==> src/rtl/a429_rx_pkg.sv <==
package a429_rx_pkg;
  typedef enum logic [1:0] {
    ST_GAP  = 2'd0,
    ST_IDLE = 2'd1,
    ST_RX   = 2'd2
  } rx_state_e;

  localparam int WORD_BITS_D   = 32;
  localparam int SR_LEN_D      = 10;
  localparam int WIN_D         = 3;
  localparam int LS_DIV_D      = 8;
  localparam int MIN_SP_D      = 8;
  localparam int MAX_SP_D      = 12;
  localparam int GAP_SAMPLES_D = 10;
  localparam int GAP_NULLS_D   = 3;
endpackage

==> src/rtl/a429_sample_tick.sv <==
module a429_sample_tick #(
  parameter int LS_DIV = 8
) (
  input  logic clk_i,
  input  logic rst_ni,
  input  logic low_speed_i,
  output logic tick_o
);
  localparam int DW = (LS_DIV > 1) ? $clog2(LS_DIV) : 1;

  logic [DW-1:0] cnt_q;

  always_ff @(posedge clk_i or negedge rst_ni) begin
    if (!rst_ni) cnt_q <= '0;
    else if (!low_speed_i) cnt_q <= '0;
    else if (cnt_q == DW'(LS_DIV - 1)) cnt_q <= '0;
    else cnt_q <= cnt_q + 1'b1;
  end

  assign tick_o = !low_speed_i || (cnt_q == DW'(LS_DIV - 1));

  // in low-speed mode ticks are spread out
  a_r2_tick_spacing: assert property (@(posedge clk_i) disable iff (!rst_ni)
    (low_speed_i && tick_o) |=> (!tick_o || !low_speed_i));
endmodule

==> src/rtl/a429_line_sampler.sv <==
module a429_line_sampler #(
  parameter int SR_LEN = 10,
  parameter int WIN    = 3
) (
  input  logic clk_i,
  input  logic rst_ni,
  input  logic tick_i,
  input  logic one_i,
  input  logic zero_i,
  input  logic null_i,
  output logic fresh_o,
  output logic bit_ev_o,
  output logic bit_val_o,
  output logic bad_o,
  output logic gap_null_o
);
  logic [SR_LEN-1:0] one_sr_q, zero_sr_q, null_sr_q;
  logic              fresh_q;

  always_ff @(posedge clk_i or negedge rst_ni) begin
    if (!rst_ni) begin
      one_sr_q  <= '0;
      zero_sr_q <= '0;
      null_sr_q <= '0;
      fresh_q   <= 1'b0;
    end else begin
      fresh_q <= tick_i;
      if (tick_i) begin
        one_sr_q  <= {one_sr_q[SR_LEN-2:0],  one_i};
        zero_sr_q <= {zero_sr_q[SR_LEN-2:0], zero_i};
        null_sr_q <= {null_sr_q[SR_LEN-2:0], null_i};
      end
    end
  end

  logic null_new, null_start, one_run, zero_run;

  // newest WIN samples null, sample before them not null
  assign null_new   = &null_sr_q[WIN-1:0];
  assign null_start = null_new && !null_sr_q[WIN];
  assign one_run    = &one_sr_q[2*WIN-1:WIN];
  assign zero_run   = &zero_sr_q[2*WIN-1:WIN];

  assign fresh_o    = fresh_q;
  assign bit_ev_o   = fresh_q && null_start && (one_run || zero_run);
  assign bit_val_o  = one_run;
  assign bad_o      = fresh_q && null_start && !(one_run || zero_run);
  assign gap_null_o = null_new && (&null_sr_q[SR_LEN-1 -: WIN]);
endmodule

==> src/rtl/a429_word_gap.sv <==
module a429_word_gap #(
  parameter int GAP_SAMPLES = 10,
  parameter int GAP_NULLS   = 3
) (
  input  logic clk_i,
  input  logic rst_ni,
  input  logic en_i,
  input  logic fresh_i,
  input  logic gap_null_i,
  output logic done_o
);
  localparam int DVW = $clog2(GAP_SAMPLES);
  localparam int CW  = $clog2(GAP_NULLS + 1);

  logic [DVW-1:0] div_q;
  logic [CW-1:0]  cnt_q;

  assign done_o = (cnt_q == CW'(GAP_NULLS));

  always_ff @(posedge clk_i or negedge rst_ni) begin
    if (!rst_ni) begin
      div_q <= '0;
      cnt_q <= '0;
    end else if (!en_i) begin
      div_q <= '0;
      cnt_q <= '0;
    end else if (fresh_i) begin
      if (div_q == DVW'(GAP_SAMPLES - 1)) begin
        div_q <= '0;
        if (!gap_null_i) cnt_q <= '0;
        else if (!done_o) cnt_q <= cnt_q + 1'b1;
      end else begin
        div_q <= div_q + 1'b1;
      end
    end
  end

  // re-arm only follows a passing null check
  a_r8_gap_needs_null: assert property (@(posedge clk_i) disable iff (!rst_ni)
    $rose(done_o) |-> $past(gap_null_i));
endmodule

==> src/rtl/a429_rx_bit_timing.sv <==
module a429_rx_bit_timing
  import a429_rx_pkg::*;
#(
  parameter int WORD_BITS   = WORD_BITS_D,
  parameter int SR_LEN      = SR_LEN_D,
  parameter int WIN         = WIN_D,
  parameter int LS_DIV      = LS_DIV_D,
  parameter int MIN_SP      = MIN_SP_D,
  parameter int MAX_SP      = MAX_SP_D,
  parameter int GAP_SAMPLES = GAP_SAMPLES_D,
  parameter int GAP_NULLS   = GAP_NULLS_D
) (
  input  logic                 clk_i,
  input  logic                 rst_ni,
  input  logic                 line_one_i,
  input  logic                 line_zero_i,
  input  logic                 line_null_i,
  input  logic                 low_speed_i,
  input  logic                 freq_disc_en_i,
  output logic [WORD_BITS-1:0] word_o,
  output logic                 eos_o,
  output logic                 err_o
);
  localparam int BCW = $clog2(WORD_BITS);
  localparam int SPW = $clog2(MAX_SP + 2);

  logic tick, fresh, bit_ev, bit_val, bad, gap_null, gap_done;

  a429_sample_tick #(.LS_DIV(LS_DIV)) u_tick (
    .clk_i(clk_i), .rst_ni(rst_ni), .low_speed_i(low_speed_i), .tick_o(tick));

  a429_line_sampler #(.SR_LEN(SR_LEN), .WIN(WIN)) u_sampler (
    .clk_i(clk_i), .rst_ni(rst_ni), .tick_i(tick),
    .one_i(line_one_i), .zero_i(line_zero_i), .null_i(line_null_i),
    .fresh_o(fresh), .bit_ev_o(bit_ev), .bit_val_o(bit_val),
    .bad_o(bad), .gap_null_o(gap_null));

  rx_state_e state_q;

  a429_word_gap #(.GAP_SAMPLES(GAP_SAMPLES), .GAP_NULLS(GAP_NULLS)) u_gap (
    .clk_i(clk_i), .rst_ni(rst_ni), .en_i(state_q == ST_GAP),
    .fresh_i(fresh), .gap_null_i(gap_null), .done_o(gap_done));

  logic [SPW-1:0]       sp_q;
  logic [BCW-1:0]       bit_cnt_q;
  logic [WORD_BITS-1:0] sh_q, word_q;
  logic                 eos_q, err_q;

  // samples since last accepted bit, minus one
  always_ff @(posedge clk_i or negedge rst_ni) begin
    if (!rst_ni) sp_q <= '0;
    else if (fresh) begin
      if (bit_ev) sp_q <= '0;
      else if (sp_q != '1) sp_q <= sp_q + 1'b1;
    end
  end

  logic sp_ok, sp_late, abort;
  assign sp_ok   = !freq_disc_en_i ||
                   (sp_q >= SPW'(MIN_SP - 1) && sp_q <= SPW'(MAX_SP - 1));
  assign sp_late = freq_disc_en_i && (sp_q >= SPW'(MAX_SP));
  assign abort   = bad || (bit_ev && !sp_ok) || (!bit_ev && sp_late);

  always_ff @(posedge clk_i or negedge rst_ni) begin
    if (!rst_ni) begin
      state_q   <= ST_GAP;
      bit_cnt_q <= '0;
      sh_q      <= '0;
      word_q    <= '0;
      eos_q     <= 1'b0;
      err_q     <= 1'b0;
    end else begin
      eos_q <= 1'b0;
      err_q <= 1'b0;
      unique case (state_q)
        ST_GAP: if (gap_done) state_q <= ST_IDLE;
        ST_IDLE: if (fresh) begin
          if (bad) begin
            err_q   <= 1'b1;
            state_q <= ST_GAP;
          end else if (bit_ev) begin
            sh_q      <= {bit_val, sh_q[WORD_BITS-1:1]};
            bit_cnt_q <= BCW'(1);
            state_q   <= ST_RX;
          end
        end
        ST_RX: if (fresh) begin
          if (abort) begin
            err_q     <= 1'b1;
            bit_cnt_q <= '0;
            state_q   <= ST_GAP;
          end else if (bit_ev) begin
            sh_q <= {bit_val, sh_q[WORD_BITS-1:1]};
            if (bit_cnt_q == BCW'(WORD_BITS - 1)) begin
              word_q    <= {bit_val, sh_q[WORD_BITS-1:1]};
              eos_q     <= 1'b1;
              bit_cnt_q <= '0;
              state_q   <= ST_GAP;
            end else begin
              bit_cnt_q <= bit_cnt_q + 1'b1;
            end
          end
        end
        default: state_q <= ST_GAP;
      endcase
    end
  end

  assign word_o = word_q;
  assign eos_o  = eos_q;
  assign err_o  = err_q;

  // strobe lasts one clock
  a_r7_eos_single: assert property (@(posedge clk_i) disable iff (!rst_ni)
    eos_o |=> !eos_o);

  // error and end-of-sequence are exclusive
  a_r9_err_excl: assert property (@(posedge clk_i) disable iff (!rst_ni)
    !(eos_o && err_o));

  // word only moves with the strobe
  a_r6_word_hold: assert property (@(posedge clk_i) disable iff (!rst_ni)
    !eos_o |-> $stable(word_o));

  // early bit always aborts
  a_r4_short_spacing: assert property (@(posedge clk_i) disable iff (!rst_ni)
    (state_q == ST_RX && bit_ev && freq_disc_en_i && sp_q < SPW'(MIN_SP - 1))
      |=> err_o);

  // missing bit aborts at the window end
  a_r10_timeout: assert property (@(posedge clk_i) disable iff (!rst_ni)
    (state_q == ST_RX && fresh && !bit_ev && freq_disc_en_i && sp_q >= SPW'(MAX_SP))
      |=> err_o);
endmodule

==> config.mk <==
export PLATFORM = sky130hd
export DESIGN_NAME = a429_rx_bit_timing
export DESIGN_NICKNAME = d
export VERILOG_FILES = /design/src/rtl/a429_rx_pkg.sv /design/src/rtl/a429_sample_tick.sv /design/src/rtl/a429_line_sampler.sv /design/src/rtl/a429_word_gap.sv /design/src/rtl/a429_rx_bit_timing.sv
export SDC_FILE = /design/constraint.sdc
export NUM_CORES = 1
export LEC_CHECK = 0
export CAP_MARGIN = 15
export CORE_MARGIN = 2
export CORE_UTILIZATION = 51
export DETAILED_ROUTE_END_ITERATION = 16
export HOLD_SLACK_MARGIN = 0.15
export PLACE_DENSITY_LB_ADDON = 0.25
export REMOVE_ABC_BUFFERS = 1
export SLEW_MARGIN = 5
export SYNTH_ARGS = -nofsm -noshare
export SYNTH_HDL_FRONTEND = slang
export SYNTH_SLANG_ARGS = --single-unit
==> constraint.sdc <==
create_clock -name clk_i -period 3.2 [get_ports clk_i]
set_input_delay 0.64 -clock clk_i [delete_from_list [all_inputs] [get_ports clk_i]]
set_output_delay 0.64 -clock clk_i [all_outputs]
set_load 0.01 [all_outputs]
==> summary.txt <==
Status
  – Status: complete, no violations

Floorplanning
  – Core area: 0.00911 sq mm
  – DIE HEIGHT: 100 um
  – Die W: 100 um
  – Row cnt: 35
  – # IOs: 41
  – Initial Util: 0.517
  – Area of the die: 0.0100 sq mm

GRT
  – GRT Total Usage: 0.159
  – First-pass GRT wire length: 12.6 mm
  – Congestion Overflow GR: 0
  – Largest net degree at the start of global routing: 56
  – Vias in the first global route: 2656
  – Antenna violations before repair: 0

Route
  – Initial DRC Count: 77
  – Routed WL: 7.31 mm
  – Antenna-violating nets left: 0
  – Drt drc: 0
  – Drt first pass iters: 4
  – DR vias/cell: 5.49
  – Via count: 2680
  – Wire per inst: 15.0 um

Setup path
  – Crit path launch type: flop
  – Worst Setup End Kind: flop
  – Critical path data arrival time: 2560 ps
  – FF-to-FF path depth: 6
  – Worst r2r src: sp_q[0]
  – Req. time, crit path: 3470 ps
  – Worst R2R End: word_o[18]
  – CP max FO: 18
  – Reg2Reg Setup Slack: 900 ps
  – Critical path type: reg -> reg

Clocking
  – CTS root buf: clkbuf_8
  – CTS tree: yes
  – Clock Sinks: 108
  – Worst-path clk slew: 110 ps
  – H-Tree Depth: 3
  – Max Buffers Root-to-Sink: 2
  – Clk_lat worst skew: 370 ps
  – Post-CTS resize count: 0
  – Hold-fix buffers, CTS: 0
  – TritonCTS Buffers: 9
  – Post-CTS setup buffers: 0

Synthesis
  – Mapped cell area: 0.00471 sq mm
  – Post-synth ARST share: 1.00
  – Yosys top cell by area: dfrtp_1
  – Share of the synthesized area in the top cell type: 0.573
  – Post-synth EDFFs: 0
  – Synth cell count leaders: 108 x dfrtp_1, 57 x mux2_2, 30 x mux2_4
  – Synth area leaders: dfrtp_1 57%, mux2_2 14%, mux2_4 9.6%
  – Register area share after synthesis: 0.573
  – Syn Inst Count: 327
  – Top FF cell, synth: dfrtp_1
  – Synthesis-stage register bit count: 108
  – Syn_area_per_cell: 14.4 sq um
  – Top-count cell post-synth: dfrtp_1
  – Syn. warnings: 0
  – Post-synthesis cell type count: 47

Power and ir drop
  – Switching share of total power: 0.284
  – PwrDens: 543 mW/mm^2
  – Sequential share of power: 0.547
  – Share of total power in the clock network: 0.287
  – Combinational Power Share: 0.166
  – Psw: 0.000840 W
  – Internal Power: 0.00212 W
  – Peak VDD IR: 0.364 mV
  – P_leak: 2.68 nW

Finish
  – Fillers: 735
  – Final core occ: 0.598
  – Area Growth Syn to Fin: 15.6%
  – Diodes inserted: 0
  – Ratio of cells with drive above 1 in the final layout: 0.300
  – Fin nets: 390

STA
  – Final period util: 0.718
  – Slew headroom: 0.547
  – Final hold violations: 0
  – Max Clock Freq: 435 MHz
  – Final min period: 2300 ps
  – Max-slew violations: 0
  – Skew final: 15.4 ps
  – Setup TNS: 0 ps
  – Worst-Margin Slew: 679 ps
  – Final setup vio count: 0
  – RSZ-0062 raised after global routing: false

Place
  – Routability cong.: 0.767
  – Detailed placement HPWL: 4.98 mm
  – IO Port Bufs: 40

Hold path
  – HP Class: in -> async

Flow run
  – Max-Cap Viols: 0
==> how the worst max path moves through the flow <==
stage                      startpoint         end  slack (ps)  depth (start not counted)
2_1_floorplan  u_sampler.null_sr_q[3]    sh_q[10]        1030                          4
3_3_place_gp           freq_disc_en_i  word_o[20]         600                          5
3_5_place_dp           freq_disc_en_i  word_o[13]         560                          5
4_1_cts                       sp_q[0]  word_o[18]         870                          6
5_1_grt                       sp_q[0]  word_o[17]         780                          6
6_report                      sp_q[0]  word_o[18]         900                          6
==> cell families after synthesis <==
family	synth area share
AOI/OAI and AO/OA	0.0603
and+or+nand+nor	0.0738
xor gates and xnor gates	0.00186
DFF	0.573
muxes	0.238
buffers and inverters	0.0234
adders and majority gates	0.0292
==> per-layer routing <==
metal | GRT usage | vias to the layer above | share of wire
met1 | 0.208 | 1367 | 0.46
met5 | 0 | - | 0
met2 | 0.257 | 37 | 0.50
li1 | - | 1272 | -
met4 | 0.0537 | 0 | 0.0088
met3 | 0.0446 | 4 | 0.032
==> state kept, by name, indices dropped and copies added, names as in the netlist <==
name / cells
eos_o: 1
u_gap.div_q: 4
u_tick.cnt_q: 3
u_sampler.zero_sr_q: 6
sh_q: 31
bit_cnt_q: 5
err_o: 1
u_sampler.null_sr_q: 10
word_o: 32
u_gap.cnt_q: 2
u_sampler.one_sr_q: 6
state_q: 2
sp_q: 4
u_sampler.fresh_o: 1
==> per-stage QoR <==
stage / setup slack, ps / hold WS, ps / area [sq um] / total power [W] / instances
after floorplan: 1030 / 344 / 4640 / 0.00199 / 314
after global placement: 597 / 422 / 5240 / 0.00212 / 472
after detailed placement: 558 / 431 / 5240 / 0.00215 / 472
after CTS: 872 / 311 / 5450 / 0.00300 / 488
after global routing: 778 / 331 / 5450 / 0.00313 / 488
final: 903 / 297 / 5450 / 0.00296 / 488
==> critical path, stage by stage (launching register included) <==
cell and delay [ps]:
dfrtp_1 400, ha_1 230, nand3b_1 160, a32oi_4 410, nand3_4 360, buf_4 330, mux2_4 310
==> power by group through the flow <==
stage | sequential [W] | combinational [W] | clock (W)
after CTS | 0.00162 | 0.000501 | 0.000879
after detailed placement | 0.00165 | 0.000499 | 0
after floorplan | 0.00162 | 0.000378 | 0
after global routing | 0.00165 | 0.000555 | 0.000930
final | 0.00162 | 0.000491 | 0.000847
after global placement | 0.00164 | 0.000483 | 0
==> cell usage in the layout, fill, tap and decap left out, types with 2 or more instances in the layout <==
master / count
nand2_1: 6
and3_1: 6
buf_4: 7
and4b_1: 2
o21a_1: 2
a21boi_0: 2
a31oi_1: 3
mux2_4: 30
dfrtp_1: 108
and2_1: 3
inv_1: 9
mux2i_1: 3
nor2_1: 9
ha_1: 11
nor3_1: 4
nand4_1: 2
clkdlybuf4s50_1: 39
nand2b_1: 3
nand3_1: 10
nor2b_1: 6
o21ai_0: 5
o311ai_0: 2
a22o_1: 3
inv_6: 2
o211ai_1: 4
o211a_1: 2
mux2_2: 57
a21oi_1: 3
clkbuf_8: 9
==> cell type report <==
type / count / area [sq um] / area share
clock buffers: 9 / 124 / 0.0227
clock inverters: 7 / 85.1 / 0.0156
inverters: 9 / 33.8 / 0.00620
multi-input cells: 197 / 1900 / 0.349
flip-flops and latches: 108 / 2700 / 0.496
well taps: 111 / 139 / 0.0255
repair buffers: 47 / 463 / 0.0850
(Power assumes the default switching activity.)
